`config.mk`:
```
export PLATFORM = sky130hd
export DESIGN_NAME = brtgt_unit
export DESIGN_NICKNAME = d
export VERILOG_FILES = /design/src/rtl/brtgt_pkg.sv /design/src/rtl/brtgt_decode.sv /design/src/rtl/brtgt_reladdr.sv /design/src/rtl/brtgt_exch.sv /design/src/rtl/brtgt_unit.sv
export SDC_FILE = /design/constraint.sdc
export NUM_CORES = 1
export LEC_CHECK = 0
export ABC_AREA = 1
export BUFFER_PORTS_ARGS = -buffer_cell sky130_fd_sc_hd__buf_2
export CAP_MARGIN = 10
export CORE_ASPECT_RATIO = 0.5
export CORE_MARGIN = 2
export CORE_UTILIZATION = 35
export DETAILED_ROUTE_END_ITERATION = 6
export PLACE_DENSITY_LB_ADDON = 0.15
export SLEW_MARGIN = 20
export SYNTH_ARGS = -nofsm -noshare
export SYNTH_HDL_FRONTEND = slang
export SYNTH_SLANG_ARGS = --single-unit
```
`constraint.sdc`:
```
create_clock -name clk -period 1.9 [get_ports clk]
set_clock_uncertainty 0.15 [all_clocks]
set_input_delay 0.095 -clock clk [delete_from_list [all_inputs] [get_ports clk]]
set_output_delay 0.095 -clock clk [all_outputs]
set_load 0.005 [all_outputs]
```
`src/rtl/brtgt_pkg.sv`:
```
package brtgt_pkg;

    localparam int XLEN      = 32;
    localparam int BODY_W    = 28;
    localparam int OFFS_W    = 24;
    localparam int IDX_W     = 4;

    typedef enum logic [1:0] {
        BK_NONE = 2'd0,
        BK_REL  = 2'd1,
        BK_EXCH = 2'd2
    } br_kind_e;

    typedef struct packed {
        logic [XLEN-1:0] pc;
        logic [XLEN-1:0] link;
        logic            link_we;
        logic            flush;
        logic            narrow;
    } br_state_t;

endpackage

```
`src/rtl/brtgt_decode.sv`:
```
module brtgt_decode
    import brtgt_pkg::*;
#(
    parameter int BODY_W = brtgt_pkg::BODY_W,
    parameter int OFFS_W = brtgt_pkg::OFFS_W,
    parameter int IDX_W  = brtgt_pkg::IDX_W
) (
    input  logic [BODY_W-1:0] body,
    output br_kind_e          kind,
    output logic              link_bit,
    output logic [OFFS_W-1:0] offset,
    output logic [IDX_W-1:0]  idx
);
    localparam logic [2:0]  REL_TAG  = 3'b101;
    localparam logic [23:0] EXCH_TAG = 24'h12FFF1;

    always_comb begin
        offset   = body[OFFS_W-1:0];
        link_bit = body[OFFS_W];
        idx      = body[IDX_W-1:0];
        if (body[27:25] == REL_TAG)
            kind = BK_REL;
        else if (body[27:4] == EXCH_TAG)
            kind = BK_EXCH;
        else
            kind = BK_NONE;
    end
endmodule

```
`src/rtl/brtgt_reladdr.sv`:
```
module brtgt_reladdr #(
    parameter int ADDR_W = 32,
    parameter int OFFS_W = 24,
    parameter int SHIFT  = 2,
    parameter int LINK_BACK = 4
) (
    input  logic [ADDR_W-1:0] pc,
    input  logic [OFFS_W-1:0] offset,
    output logic [ADDR_W-1:0] target,
    output logic [ADDR_W-1:0] link
);
    localparam int EXT_W = ADDR_W - OFFS_W - SHIFT;

    logic [ADDR_W-1:0] disp;
    logic [ADDR_W-1:0] back;

    always_comb begin
        disp   = {{EXT_W{offset[OFFS_W-1]}}, offset, {SHIFT{1'b0}}};
        target = pc + disp;
        back   = pc - ADDR_W'(LINK_BACK);
        link   = {back[ADDR_W-1:SHIFT], {SHIFT{1'b0}}};
    end
endmodule

```
`src/rtl/brtgt_exch.sv`:
```
module brtgt_exch #(
    parameter int ADDR_W = 32
) (
    input  logic [ADDR_W-1:0] src,
    output logic [ADDR_W-1:0] target,
    output logic              narrow
);
    always_comb begin
        target = {src[ADDR_W-1:1], 1'b0};
        narrow = src[0];
    end
endmodule

```
`src/rtl/brtgt_unit.sv`:
```
module brtgt_unit
    import brtgt_pkg::*;
(
    input  logic              clk,
    input  logic              rst_n,
    input  logic              in_valid,
    input  logic [BODY_W-1:0] op_body,
    input  logic [XLEN-1:0]   pc_in,
    input  logic [XLEN-1:0]   reg_rdata,
    output logic [IDX_W-1:0]  src_idx,
    output logic [XLEN-1:0]   next_pc,
    output logic              link_we,
    output logic [XLEN-1:0]   link_data,
    output logic              flush,
    output logic              narrow_mode
);
    br_kind_e          kind;
    logic              link_bit;
    logic [OFFS_W-1:0] offset;
    logic [XLEN-1:0]   rel_tgt, rel_link, exch_tgt;
    logic              exch_narrow;
    br_state_t         st_d, st_q;

    brtgt_decode #(.BODY_W(BODY_W), .OFFS_W(OFFS_W), .IDX_W(IDX_W)) i_dec (
        .body(op_body), .kind(kind), .link_bit(link_bit),
        .offset(offset), .idx(src_idx)
    );

    brtgt_reladdr #(.ADDR_W(XLEN), .OFFS_W(OFFS_W)) i_rel (
        .pc(pc_in), .offset(offset), .target(rel_tgt), .link(rel_link)
    );

    brtgt_exch #(.ADDR_W(XLEN)) i_exch (
        .src(reg_rdata), .target(exch_tgt), .narrow(exch_narrow)
    );

    always_comb begin
        st_d         = st_q;
        st_d.flush   = 1'b0;
        st_d.link_we = 1'b0;
        if (in_valid) begin
            case (kind)
                BK_REL: begin
                    st_d.pc    = rel_tgt;
                    st_d.flush = 1'b1;
                    if (link_bit) begin
                        st_d.link_we = 1'b1;
                        st_d.link    = rel_link;
                    end
                end
                BK_EXCH: begin
                    st_d.pc     = exch_tgt;
                    st_d.narrow = exch_narrow;
                    st_d.flush  = 1'b1;
                end
                default: ;
            endcase
        end
    end

    always_ff @(posedge clk) begin
        if (!rst_n)
            st_q <= '0;
        else
            st_q <= st_d;
    end

    assign next_pc     = st_q.pc;
    assign link_we     = st_q.link_we;
    assign link_data   = st_q.link;
    assign flush       = st_q.flush;
    assign narrow_mode = st_q.narrow;
endmodule

```
Yosys cells after proc, flatten, opt, wreduce, memory -nomap -nowiden
Index checks and enable logic that the tools add are counted.

operators by class
  shift operators = 0
  $mul = 0
  bitwise logic cells = 0
  order comparisons = 0
  reduce and logical (&&, ||, !) cells = 7
  div/mod/pow operators = 0
  $add $sub $neg = 2
  muxes and demuxes = 5
  eq/ne operators = 4

operators by type and width
  cell                                                 count
  one-hot mux 32 bit (2 select lines)                  1
  adder 32 bit                                         1
  subtractor 32 x 3 -> 32 bit (second input constant)  1
  == test 24 x 21 -> 1 bit (second input constant)     1
  AND reduction 2 bit                                  3
  AND reduction 3 bit                                  2
  2-to-1 mux 2 bit                                     2
  == test 3 bit (second input constant)                1
  == test 2 x 1 -> 1 bit (second input constant)       1
  == test 2 bit (second input constant)                1
  2-to-1 mux 1 bit                                     2
  nonzero test 2 bit                                   1
  OR reduction 2 bit                                   1

word-level totals
  memory bits (read-only) = 0
  output and inout port bits = 71
  latch bits = 0
  memory bits (writable) = 0
  memories = 0
  logic and storage cells = 23
  bits in registers = 65

Longest topological paths before layout
Gate-level depths: netlist of the first run.

  depth after elaboration = 6
  gate-level depth with buffers = 14
  gate-level depth less buffers = 14

Hierarchy
A second synthesis of the first run with hierarchy kept.

second synthesis, totals
  cells, all modules = 1,225
  area total of the unflattened synthesis = 6,746.5 sq um

modules (own cells, without submodules)
  module         times used  seq. area each (sq um)  cells an instance  area an instance (sq um)
  brtgt_unit     1           1,341.3                 560                3,309.4
  brtgt_reladdr  1           0.0                     574                2,849.0
  brtgt_decode   1           0.0                     57                 336.6
  brtgt_exch     1           0.0                     34                 251.5

Least setup slack after synthesis of the first run
Ideal clock, no wire load.

  kind = input-to-reg
  from = input port op_body[0]
  to = register st_q, in the netlist next_pc[26]
  required time = 1,618 ps
  arrival = 1,526 ps
  setup time = 132 ps
  cell stages on the path = 14
  buffers on the path = 0
  setup slack = 92 ps
  path through = ha_1 > fa_1 > nand3_1 > nand3_1 > nand2_1 > nand2_1 > nand2_1 > nand2_1 > nand2_1 > nand2_1 > nand2_1 > nand3_1 > nand2_1 > a21oi_1

on the way
  longest elaborated chain between the ends = 2

ends and longest elaborated chain
  what                                 line                 text
  start: declaration                   brtgt_unit.sv:7      input logic [BODY_W-1:0] op_body,
  adder 32 bit                         brtgt_reladdr.sv:19  target = pc + disp;
  one-hot mux 32 bit (2 select lines)  brtgt_unit.sv:42     case (kind)
  end signal: assignment               brtgt_unit.sv:65     st_q <= st_d;
  end: declaration                     brtgt_unit.sv:22     br_state_t st_d, st_q;

Every way passes these cells.
A chain may end at the register's enable or synchronous reset.

Worst setup path in the final report of the first run
  from = input port pc_in[8]
  to = register st_q, in the netlist next_pc[13]

on the way
  longest elaborated chain between the ends = 2

ends and longest elaborated chain
  what                                 line                 text
  start: declaration                   brtgt_unit.sv:8      input logic [XLEN-1:0] pc_in,
  adder 32 bit                         brtgt_reladdr.sv:19
  one-hot mux 32 bit (2 select lines)  brtgt_unit.sv:42

Every way passes these cells.

==> run_results.csv, run 1 <==
group,metric,value,unit
outcome,run_status,"finished, violations left",
outcome,violations,"hold timing",
routing,via_count,6883,
clocking,postCtsSetupRepairBufs,0,
min_path,holdCritPathClass,"in2reg",
timing,final_min_period_over_clock_period,89.1,%
floorplanning,coreArea,0.0155,mm²
place,port-buffer-count,163,
worst_setup_path,max_stage_delay,0.38,ns
cells_and_area,fin_nets,1370,
worst_setup_path,critPathTopFamily,"simple AND/OR/NAND/NOR gates",
routing,routed_len_inst,14.2,µm
clocking,cts_root_buffer,"sky130_fd_sc_hd__clkbuf_16",
clocking,h-tree-depth,3,
grt,grt_first_pass_wirelength,33000,µm
grt,via_count_of_the_first_global_routing_pass,6517,
place,place_congestion,0.936,
floorplanning,io_pins,166,
floorplanning,initial_core_utilization,36.0,%
floorplanning,dieWidth,183,µm
logic_synthesis,synth_async_sr_flop_share,0,%
worst_setup_path,worstPathArrival,1.81,ns
worst_setup_path,crit_path_cell_trace,"buf_2, ha_1, nand2_1, nor2_1, nand3_1, nand3_1, buf_4, xor2_1, nand2_1, a21oi_1",
routing,drt_drc_violations_left,0,
cells_and_area,design_area,0.00797,mm²
routing,count_of_nets_left_with_antenna_violations_after_detail_routing,0,
cells_and_area,syn_to_final_growth,42.8,%
timing,post-route-min-period,1.69,ns
routing,vias_per_cell,4.74,
worst_setup_path,timing.critical_path.from_type,"input pin",
timing,fin_worst_hold_slack,-0.000248,ns
floorplanning,placementRows,32,
cells_and_area,leading_cell_types_in_the_layout_fill_and_taps_excluded,"sky130_fd_sc_hd__nand2_1 (265), sky130_fd_sc_hd__buf_2 (163), sky130_fd_sc_hd__inv_1 (158)",
logic_synthesis,syn-instance-count,954,
timing,final_hold_viols,1,
clocking,cts_inserted_buffers,9,
worst_setup_path,critical_path.endpoint_type,"register",
grt,largest_net_degree_at_the_start_of_global_routing,39,
worst_setup_path,worst-setup-path-type,"in2reg",
logic_synthesis,synth_area_per_cell,5.85,µm²
power,pwr_density_cell,572,mW/mm²
clocking,tritoncts,"yes",
logic_synthesis,yosysSeqAreaShare,23.3,%
cells_and_area,antennaDiodeCount,0,
timing,drv_slew,0,
clocking,numClockSinks,65,
timing,timing_worst_slew_pin_value,0.518,ns
worst_setup_path,critical_path_peak_fanout,4,
routing,wirelength,20600,µm
logic_synthesis,yosysWarningCount,0,
timing,pnr_worst_setup_slack,0.206,ns
place,dp.final_hpwl,16500,µm
worst_setup_path,timing.critical_path.buf_inv,2,
clocking,clk_latency,0.34,ns
floorplanning,design.die.area,0.0170,mm²
timing,final_report_setup_violation_count,0,
logic_synthesis,synth_area,0.00558,mm²
routing,dr.pass1.iters,5,
cells_and_area,most_common_cell_after_layout_fill_and_taps_aside,"sky130_fd_sc_hd__nand2_1",
routing,drt_first_iter_violations,424,
logic_synthesis,synth_cell_types,39,
timing,grt_setup_unrepaired,"no",
logic_synthesis,yosys_register_bits,65,
place,detailedPlace.worstSlack,-0.141,ns
clocking,cts_max_path_buffers,2,
logic_synthesis,dominantRegCellSynth,"sky130_fd_sc_hd__dfxtp_1",
place,placedInstanceArea,0.00736,mm²
worst_setup_path,cp_slowest_cell,"sky130_fd_sc_hd__ha_1",
floorplanning,die_height,93.3,µm
power,max-vdd-ir-drop,0.441,mV
run,timing.max_cap.violations,0,
timing,worst_slew_margin_rel,65.3,%
power,cellLeakagePower,4.55,nW
clocking,clkTransAtPathRegs,0.06,ns
cells_and_area,drive_gt1_share,24.5,%
grt,globalRoute.totalOverflow,0,
grt,groute.usage.overall,24.6,%
timing,max_freq,590,MHz
worst_setup_path,timing.critical_path.required,2.02,ns
logic_synthesis,synth_enable_flop_cells,0,
grt,antenna_found_initial,0,
timing,timing.setup.tns,0,ns
repair_timing:
action                                 in CTS  in global routing
hold buffers                               32                  0
gates resized for setup                     0                  1
setup endpoints to repair                   0                  1
endpoints found under the hold margin      31                  0
cell type report:
cell class | count | area [µm²]
Multi-Input combinational cell | 701 | 3530
Clock buffer | 13 | 250
Inverter | 161 | 604
Tap cell | 204 | 255
Sequential cell | 65 | 1300
Clock inverter | 3 | 40.0
Fill cell | 1654 | 7520
Timing Repair Buffer | 306 | 1990
routing by layer:
layer	GRT usage [%]	wire length, µm	part of all wire (%)	vias up
li1	-	-	-	3606
met1	37.2	11300	55	3086
met2	37.4	8090	39	181
met3	3.82	1090	5.3	10
met4	3.02	121	0.59	0
met5	0	0	0	-
power by group:
part	total [mW]	internal (mW)	leakage (nW)	switching, mW
Sequential	1.42	1.40	0.526	0.0177
Clock	1.74	1.05	0.144	0.691
Combinational	1.40	0.612	3.88	0.791
Yosys cell counts, types with 5 or more instances:
| library cell | instances | area share, % |
|---|---|---|
| sky130_fd_sc_hd__nand2_1 | 265 | 18 |
| sky130_fd_sc_hd__inv_1 | 158 | 11 |
| sky130_fd_sc_hd__nor2_1 | 109 | 7.3 |
| sky130_fd_sc_hd__a21oi_1 | 75 | 6.7 |
| sky130_fd_sc_hd__dfxtp_1 | 65 | 23 |
| sky130_fd_sc_hd__nand3_1 | 57 | 5.1 |
| sky130_fd_sc_hd__o21ai_0 | 55 | 4.9 |
| sky130_fd_sc_hd__ha_1 | 30 | 6.7 |
| sky130_fd_sc_hd__xor2_1 | 20 | 3.1 |
| sky130_fd_sc_hd__nand4_1 | 19 | 2.1 |
| sky130_fd_sc_hd__nor3_1 | 16 | 1.4 |
| sky130_fd_sc_hd__clkbuf_1 | 10 | 0.67 |
| sky130_fd_sc_hd__buf_2 | 9 | 0.81 |
| sky130_fd_sc_hd__xnor2_1 | 8 | 1.3 |
| sky130_fd_sc_hd__buf_4 | 7 | 0.94 |
| sky130_fd_sc_hd__o221ai_1 | 5 | 0.78 |
worst reg2reg max path, delay by kind of cell, from the launching register on:
kind            cells  cell delay [ns]
flops               1             0.37
compound gates      2             0.26
worst paths after layout:
kind / slack (ns) / startpoint / cells past startpoint / endpoint
worst min register to register: 0.31 / narrow_mode$_SDFFE_PN0P_ / 2 / narrow_mode$_SDFFE_PN0P_
worst max-delay path: 0.21 / pc_in[8] / 10 / next_pc[13]$_SDFFE_PN0P_
worst min-delay path: -0.0002 / reg_rdata[28] / 5 / next_pc[28]$_SDFFE_PN0P_
worst max register to register: 1.04 / link_data[29]$_SDFFE_PN0P_ / 2 / link_data[29]$_SDFFE_PN0P_
sequential cells by signal, indices dropped and copies added (netlist names):
signal       count
link_we          1
flush            1
narrow_mode      1
next_pc         32
link_data       30
metrics by stage:
step	total power, mW	instances	utilization [%]
after global placement	2.77	1405	47.5
after global routing	4.81	1453	51.4
after detailed placement	2.77	1405	47.5
after CTS	4.57	1453	51.4
final	4.56	1453	51.4
after floorplan	2.14	955	-
logic make-up (layout without fill, tap and decap cells):
family,after synthesis,count (layout),share of synthesized area [%]
adder cells (fa/ha/maj),31,31,7.09
AND/OR/NAND/NOR,489,489,37.0
flip-flops,65,65,23.3
AO/OA/AOI/OAI,151,151,14.5
XOR/XNOR,28,28,4.39
other,1,2,0.0672
buffers and inverters,189,483,13.7
Note: power is estimated with default switching activity, not from simulation.
==> run 2: changes to the inputs <==
--- a/config.mk
+++ b/config.mk
@@ -8,11 +8,14 @@
 export ABC_AREA = 1
 export BUFFER_PORTS_ARGS = -buffer_cell sky130_fd_sc_hd__buf_2
 export CAP_MARGIN = 10
+export CELL_PAD_IN_SITES_DETAIL_PLACEMENT = 0
+export CELL_PAD_IN_SITES_GLOBAL_PLACEMENT = 1
 export CORE_ASPECT_RATIO = 0.5
 export CORE_MARGIN = 2
-export CORE_UTILIZATION = 35
+export CORE_UTILIZATION = 32
 export DETAILED_ROUTE_END_ITERATION = 6
 export PLACE_DENSITY_LB_ADDON = 0.15
+export RECOVER_POWER = 100
 export SLEW_MARGIN = 20
 export SYNTH_ARGS = -nofsm -noshare
 export SYNTH_HDL_FRONTEND = slang
==> run 2 against run 1 <==
Effect of this change:
- the run now ends clean
- flip-flop and latch count stayed put
- die area is 9.1% higher
- design area is 0.49% higher
- largest power group unchanged
==> run_results.csv, run 2 (synthesized netlist as in run 1, its figures left out) <==
group,metric,value,unit
outcome,run_status,"completed",
timing,pnr_worst_setup_slack,0.0712,ns
power,max-vdd-ir-drop,0.478,mV
timing,final_hold_viols,0,
worst_setup_path,critical_path.endpoint_type,"register",
floorplanning,coreArea,0.0172,mm²
cells_and_area,most_common_cell_after_layout_fill_and_taps_aside,"sky130_fd_sc_hd__nand2_1",
worst_setup_path,critPathTopFamily,"adder cells",
cells_and_area,layout.area.seq,0.00130,mm²
clocking,clkTransAtPathRegs,0.07,ns
routing,wirelength,22000,µm
grt,groute.usage.overall,23.7,%
worst_setup_path,worstReg2RegEnd,"link_data[22]$_SDFFE_PN0P_",
clocking,cts_root_buffer,"sky130_fd_sc_hd__clkbuf_16",
cells_and_area,syn_to_final_growth,43.5,%
min_path,min-delay-start,"reg_rdata[26]",
timing,max_freq,547,MHz
routing,routed_len_inst,14.8,µm
timing,timing_worst_slew_pin_value,0.640,ns
worst_setup_path,worstPathArrival,1.96,ns
timing,worst_slew_margin_rel,57.4,%
cells_and_area,multi_input_comb_area,0.00354,mm²
power,cell_internal_power_dissipation,3.01,mW
power,report.power.total,4.48,mW
timing,final_report_setup_violation_count,0,
cells_and_area,max_reg_flops,32,
grt,antenna_found_initial,0,
worst_setup_path,cp_slowest_cell,"sky130_fd_sc_hd__fa_1",
clocking,tritoncts,"yes",
clocking,cts_inserted_buffers,9,
worst_setup_path,timing.critical_path.from_type,"input pin",
grt,grt_first_pass_wirelength,34000,µm
clocking,h-tree-depth,3,
min_path,timing.hold.worst_endpoint,"next_pc[26]$_SDFFE_PN0P_",
power,combinationalPowerShare,31.7,%
place,place_congestion,0.888,
routing,vias_per_cell,4.59,
power,cellLeakagePower,4.41,nW
routing,count_of_nets_left_with_antenna_violations_after_detail_routing,0,
worst_setup_path,worst-setup-path-type,"in2reg",
cells_and_area,drive_gt1_share,21.6,%
grt,via_count_of_the_first_global_routing_pass,6335,
timing,timing.setup.tns,0,ns
clocking,clk_latency,0.33,ns
grt,globalRoute.totalOverflow,0,
worst_setup_path,critical_register_to_register_path_startpoint,"link_data[22]$_SDFFE_PN0P_",
clocking,numClockSinks,65,
worst_setup_path,timing.critical_path.required,2.03,ns
place,dp.final_hpwl,18100,µm
place,port-buffer-count,163,
timing,final_min_period_over_clock_period,96.3,%
floorplanning,dieWidth,191,µm
worst_setup_path,max_stage_delay,0.41,ns
cells_and_area,antennaDiodeCount,0,
routing,drt_first_iter_violations,325,
grt,largest_net_degree_at_the_start_of_global_routing,39,
worst_setup_path,crit_path_cell_trace,"clkbuf_1, ha_1, fa_1, nand3_1, nand3_2, clkbuf_4, nand2_1, nand2_1, nand3_1, nand2_1, xor2_1, nand2_1, a21oi_1",
min_path,worst_hold_path.num_cells,5,
cells_and_area,fin_nets,1374,
worst_setup_path,worst_r2r_path_depth,4,
place,detailedPlace.worstSlack,-0.281,ns
worst_setup_path,critical_path_peak_fanout,3,
floorplanning,design.die.area,0.0186,mm²
power,netSwitchingPower,1.48,mW
power,pwr_density_cell,560,mW/mm²
worst_setup_path,crit_start,"op_body[0]",
worst_setup_path,timing.critical_path.buf_inv,2,
power,pwr-share-clk,36.7,%
timing,drv_slew,0,
worst_setup_path,crit_path_frequent_cell,"sky130_fd_sc_hd__nand2_1",
routing,dr.pass1.iters,5,
run,timing.max_cap.violations,0,
cells_and_area,leading_cell_types_in_the_layout_fill_and_taps_excluded,"sky130_fd_sc_hd__nand2_1 (264), sky130_fd_sc_hd__inv_1 (159), sky130_fd_sc_hd__buf_2 (119)",
power,power.switching_fraction,33.0,%
routing,drt_drc_violations_left,0,
cells_and_area,n_fill_cell,1929,
timing,fin_worst_hold_slack,0.0206,ns
timing,post-route-min-period,1.83,ns
timing,grt_setup_unrepaired,"yes",
floorplanning,die_height,97.4,µm
min_path,holdCritPathClass,"in2reg",
floorplanning,placementRows,34,
floorplanning,initial_core_utilization,32.4,%
routing,via_count,6818,
power,share_seq_of_total_power,31.6,%
clocking,cts_max_path_buffers,2,
worst_setup_path,r2r_slack,1.04,ns
floorplanning,io_pins,166,
run 2: final cells by class:
class | instances | share of cell area [%]
multi-input combinational | 701 | 44.1
timing repair buffer | 310 | 24.9
sequential | 65 | 16.2
inverter | 161 | 7.54
tap | 234 | 3.66
clock buffer | 13 | 3.37
clock inverter | 2 | 0.156
run 2: timing repair:
item | CTS | global route
hold buffers | 32 | 0
gates resized for setup | 0 | 10
setup endpoints to repair | 0 | 9
buffers inserted | 0 | 0
endpoints found under the hold margin | 31 | 0
run 2: stage by stage:
stage | utilization (%) | cell area (µm²) | cells
floorplan | - | 5580 | 955
global placement | 43.3 | 7460 | 1439
detailed placement | 43.3 | 7460 | 1439
CTS | 46.8 | 8060 | 1486
global route | 46.5 | 8010 | 1486
finish | 46.5 | 8010 | 1486
run 2: worst max-delay path by stage:
stage | to | depth (start not counted) | slack, ns
global route | next_pc[31]$_SDFFE_PN0P_ | 13 | -0.02
finish | next_pc[16]$_SDFFE_PN0P_ | 13 | 0.07
detailed placement | next_pc[22]$_SDFFE_PN0P_ | 13 | -0.28
CTS | next_pc[31]$_SDFFE_PN0P_ | 13 | 0.04
global placement | next_pc[22]$_SDFFE_PN0P_ | 13 | -0.24
floorplan | next_pc[26]$_SDFFE_PN0P_ | 14 | 0.09
run 2: per-layer routing:
metal  GRT usage, %  up-vias  routed length, µm
li1               -     3610                  -
met1           35.5     3007              11900
met2           35.2      186               8650
met3           4.80       15               1190
met4           3.52        0                191
met5              0        -                  0
run 2: worst reg2reg max path: cells and delay by family (launching register included):
family	cells	cell delay, ns
AOI/OAI and AO/OA	1	0.10
buffers and inverters	1	0.05
DFF	1	0.31
and+or+nand+nor	2	0.15
run 2: power groups by stage:
stage | Sequential, mW | Clock, mW | Combinational (mW)
floorplan | 1.45 | 0 | 0.696
detailed placement | 1.44 | 0 | 1.36
finish | 1.42 | 1.64 | 1.42
global placement | 1.45 | 0 | 1.36
global route | 1.42 | 1.74 | 1.59
CTS | 1.42 | 1.68 | 1.42
==> run 3: changes to the inputs <==
--- a/config.mk
+++ b/config.mk
@@ -14,7 +14,8 @@
 export CORE_MARGIN = 2
 export CORE_UTILIZATION = 32
 export DETAILED_ROUTE_END_ITERATION = 6
-export PLACE_DENSITY_LB_ADDON = 0.15
+export MAX_ROUTING_LAYER = met4
+export PLACE_DENSITY_LB_ADDON = 0.1
 export RECOVER_POWER = 100
 export SLEW_MARGIN = 20
 export SYNTH_ARGS = -nofsm -noshare
==> run 3 against run 2 <==
Effect of this change:
- sequential power barely moved
- final cell count up 0.47%
- worst hold slack worse by 0.020 ns
- via count rose by 0.59%
- clock power is 3% higher
- clock-buffer cell count is 2 lower
- non-clock buffer count grew 5
- critical path type unchanged
- largest power group unchanged
==> run_results.csv, run 3 (synthesized netlist as in run 1, its figures left out) <==
group,metric,value,unit
outcome,run_status,"completed",
timing,timing.setup.tns,0,ns
worst_setup_path,crit_path_cell_trace,"buf_2, clkbuf_4, inv_1, ha_1, inv_1, nor2_2, nand3_2, nor2_2, nand3_1, nor2_1, xor2_1, o21ai_0, inv_1",
clocking,cts_inserted_buffers,9,
place,place_inst,1450,
floorplanning,design.die.area,0.0186,mm²
routing,dr.pass1.iters,5,
power,pwr-share-clk,37.1,%
run,timing.max_cap.violations,0,
worst_setup_path,critPathTopFamily,"simple AND/OR/NAND/NOR gates",
power,pwr_density_cell,565,mW/mm²
grt,groute.usage.overall,24.9,%
clocking,tritoncts,"yes",
routing,drt_first_iter_violations,333,
routing,routed_len_inst,14.9,µm
worst_setup_path,worstReg2RegEnd,"link_data[29]$_SDFFE_PN0P_",
cells_and_area,layout.core_utilization,46.8,%
cells_and_area,n_fill_cell,1893,
clocking,h-tree-depth,3,
timing,timing_worst_slew_pin_value,0.606,ns
routing,count_of_nets_left_with_antenna_violations_after_detail_routing,0,
worst_setup_path,timing.critical_path.required,1.97,ns
clocking,clk_latency,0.33,ns
worst_setup_path,worst-setup-path-type,"in2reg",
worst_setup_path,worstPathArrival,1.80,ns
worst_setup_path,worst_r2r_path_depth,2,
clocking,numClockSinks,65,
worst_setup_path,critical_path.endpoint_type,"register",
clocking,cts_root_buffer,"sky130_fd_sc_hd__clkbuf_16",
power,cellLeakagePower,4.46,nW
power,netSwitchingPower,1.48,mW
place,detailedPlace.worstSlack,-0.300,ns
routing,wirelength,22200,µm
worst_setup_path,cp_slowest_cell,"sky130_fd_sc_hd__nor2_2",
min_path,timing.hold.worst_endpoint,"next_pc[27]$_SDFFE_PN0P_",
grt,largest_net_degree_at_the_start_of_global_routing,39,
worst_setup_path,timing.critical_path.from_type,"input pin",
worst_setup_path,critical_register_to_register_path_startpoint,"link_data[29]$_SDFFE_PN0P_",
grt,globalRoute.totalOverflow,0,
timing,max_freq,580,MHz
power,cell_internal_power_dissipation,3.07,mW
clocking,postCtsSetupRepairBufs,0,
place,place_congestion,0.897,
grt,grt_first_pass_wirelength,34700,µm
timing,pnr_worst_setup_slack,0.175,ns
routing,via_count,6858,
power,max-vdd-ir-drop,0.387,mV
timing,grt_setup_unrepaired,"no",
routing,vias_per_cell,4.59,
grt,antenna_found_initial,0,
worst_setup_path,crit_path_frequent_cell,"sky130_fd_sc_hd__inv_1",
min_path,holdCritPathClass,"in2reg",
clocking,cts_max_path_buffers,2,
place,placedInstanceArea,0.00753,mm²
min_path,min-delay-start,"reg_rdata[27]",
floorplanning,dieWidth,191,µm
worst_setup_path,max_stage_delay,0.23,ns
clocking,clkTransAtPathRegs,0.06,ns
timing,post-route-min-period,1.72,ns
place,port-buffer-count,163,
timing,worst_slew_margin_rel,59.5,%
cells_and_area,leading_cell_types_in_the_layout_fill_and_taps_excluded,"sky130_fd_sc_hd__nand2_1 (265), sky130_fd_sc_hd__inv_1 (158), sky130_fd_sc_hd__buf_2 (128)",
cells_and_area,multi_input_comb_area,0.00357,mm²
routing,drt_drc_violations_left,0,
worst_setup_path,critical_path_peak_fanout,4,
timing,final_min_period_over_clock_period,90.8,%
floorplanning,io_pins,166,
cells_and_area,post_layout_nonfiller_instances,1493,
grt,via_count_of_the_first_global_routing_pass,6439,
floorplanning,initial_core_utilization,32.4,%
cells_and_area,design_area,0.00806,mm²
floorplanning,placementRows,34,
floorplanning,die_height,97.4,µm
min_path,worst_hold_path.num_cells,5,
cells_and_area,most_common_cell_after_layout_fill_and_taps_aside,"sky130_fd_sc_hd__nand2_1",
power,power.switching_fraction,32.5,%
floorplanning,coreArea,0.0172,mm²
worst_setup_path,r2r_slack,0.98,ns
place,dp.final_hpwl,18500,µm
worst_setup_path,timing.critical_path.buf_inv,5,
cells_and_area,max_reg_flops,32,
power,share_seq_of_total_power,31.1,%
power,combinationalPowerShare,31.7,%
timing,drv_slew,0,
cells_and_area,drive_gt1_share,23.4,%
cells_and_area,syn_to_final_growth,44.5,%
cells_and_area,layout.area.seq,0.00130,mm²
cells_and_area,fin_nets,1379,
timing,final_report_setup_violation_count,0,
timing,final_hold_viols,0,
-- run 3: changes by cell type in the layout (fill, tap and decap cells not counted), sizes merged --
cell	change
diode	+1
clkinvlp	+1
clkbuf	-10
dlygate4sd3	-6
bufinv	+1
dlymetal6s4s	+1
clkinv	+1
buf	+18
-- run 3: stage by stage --
| step | power (mW) | hold WS, ns |
|---|---|---|
| 6_report | 4.55 | 0.000993 |
| 5_1_grt | 4.84 | 0.0244 |
| 4_1_cts | 4.60 | 0.00239 |
| 3_5_place_dp | 2.83 | 0.206 |
| 3_3_place_gp | 2.83 | 0.203 |
| 2_1_floorplan | 2.14 | 0.0350 |
-- run 3: cell type report --
cell class / instances / area share, %
diodes: 1 / 0.0310
clock buffers: 11 / 3.01
clock inverters: 5 / 0.683
inverters: 161 / 7.50
multi-input cells: 701 / 44.3
flip-flops and latches: 65 / 16.1
well taps: 234 / 3.63
repair buffers: 315 / 24.8
-- run 3: tightest hold or removal path, cell delays in order --
cell                      delay, ns
sky130_fd_sc_hd__buf_2         0.09
sky130_fd_sc_hd__inv_1         0.04
sky130_fd_sc_hd__o21ai_0       0.08
sky130_fd_sc_hd__nand2_1       0.07
sky130_fd_sc_hd__a21oi_1       0.05
-- run 3: repair_timing --
item,CTS,global route
hold buffers,27,0
setup endpoints to repair,0,9
endpoints found under the hold margin,26,0
resized for setup,0,11
-- run 3: power groups by stage --
stage	clock (mW)	combinational, mW	sequential [mW]
4_1_cts	1.74	1.44	1.42
3_5_place_dp	0	1.39	1.45
3_3_place_gp	0	1.39	1.45
5_1_grt	1.80	1.61	1.42
2_1_floorplan	0	0.696	1.45
6_report	1.69	1.45	1.42
-- run 3: per-layer routing --
layer  wire length [µm]  GRT usage, %  vias to the layer above
li1                   -             -                     3620
met1              12000          36.5                     3048
met2               8910          36.6                      175
met3               1100          3.76                       15
met4                224          3.64                        0
met5                  0             -                        -
-- run 3: worst max-delay path by stage --
stage / from / end / slack [ns] / cells after the start
final: pc_in[2] / link_data[30]$_SDFFE_PN0P_ / 0.18 / 13
after global routing: op_body[0] / next_pc[26]$_SDFFE_PN0P_ / 0.002 / 15
after CTS: pc_in[29] / next_pc[31]$_SDFFE_PN0P_ / 0.01 / 13
after detailed placement: op_body[0] / next_pc[22]$_SDFFE_PN0P_ / -0.30 / 13
after global placement: op_body[0] / next_pc[16]$_SDFFE_PN0P_ / -0.30 / 12
after floorplan: op_body[0] / next_pc[26]$_SDFFE_PN0P_ / 0.09 / 14
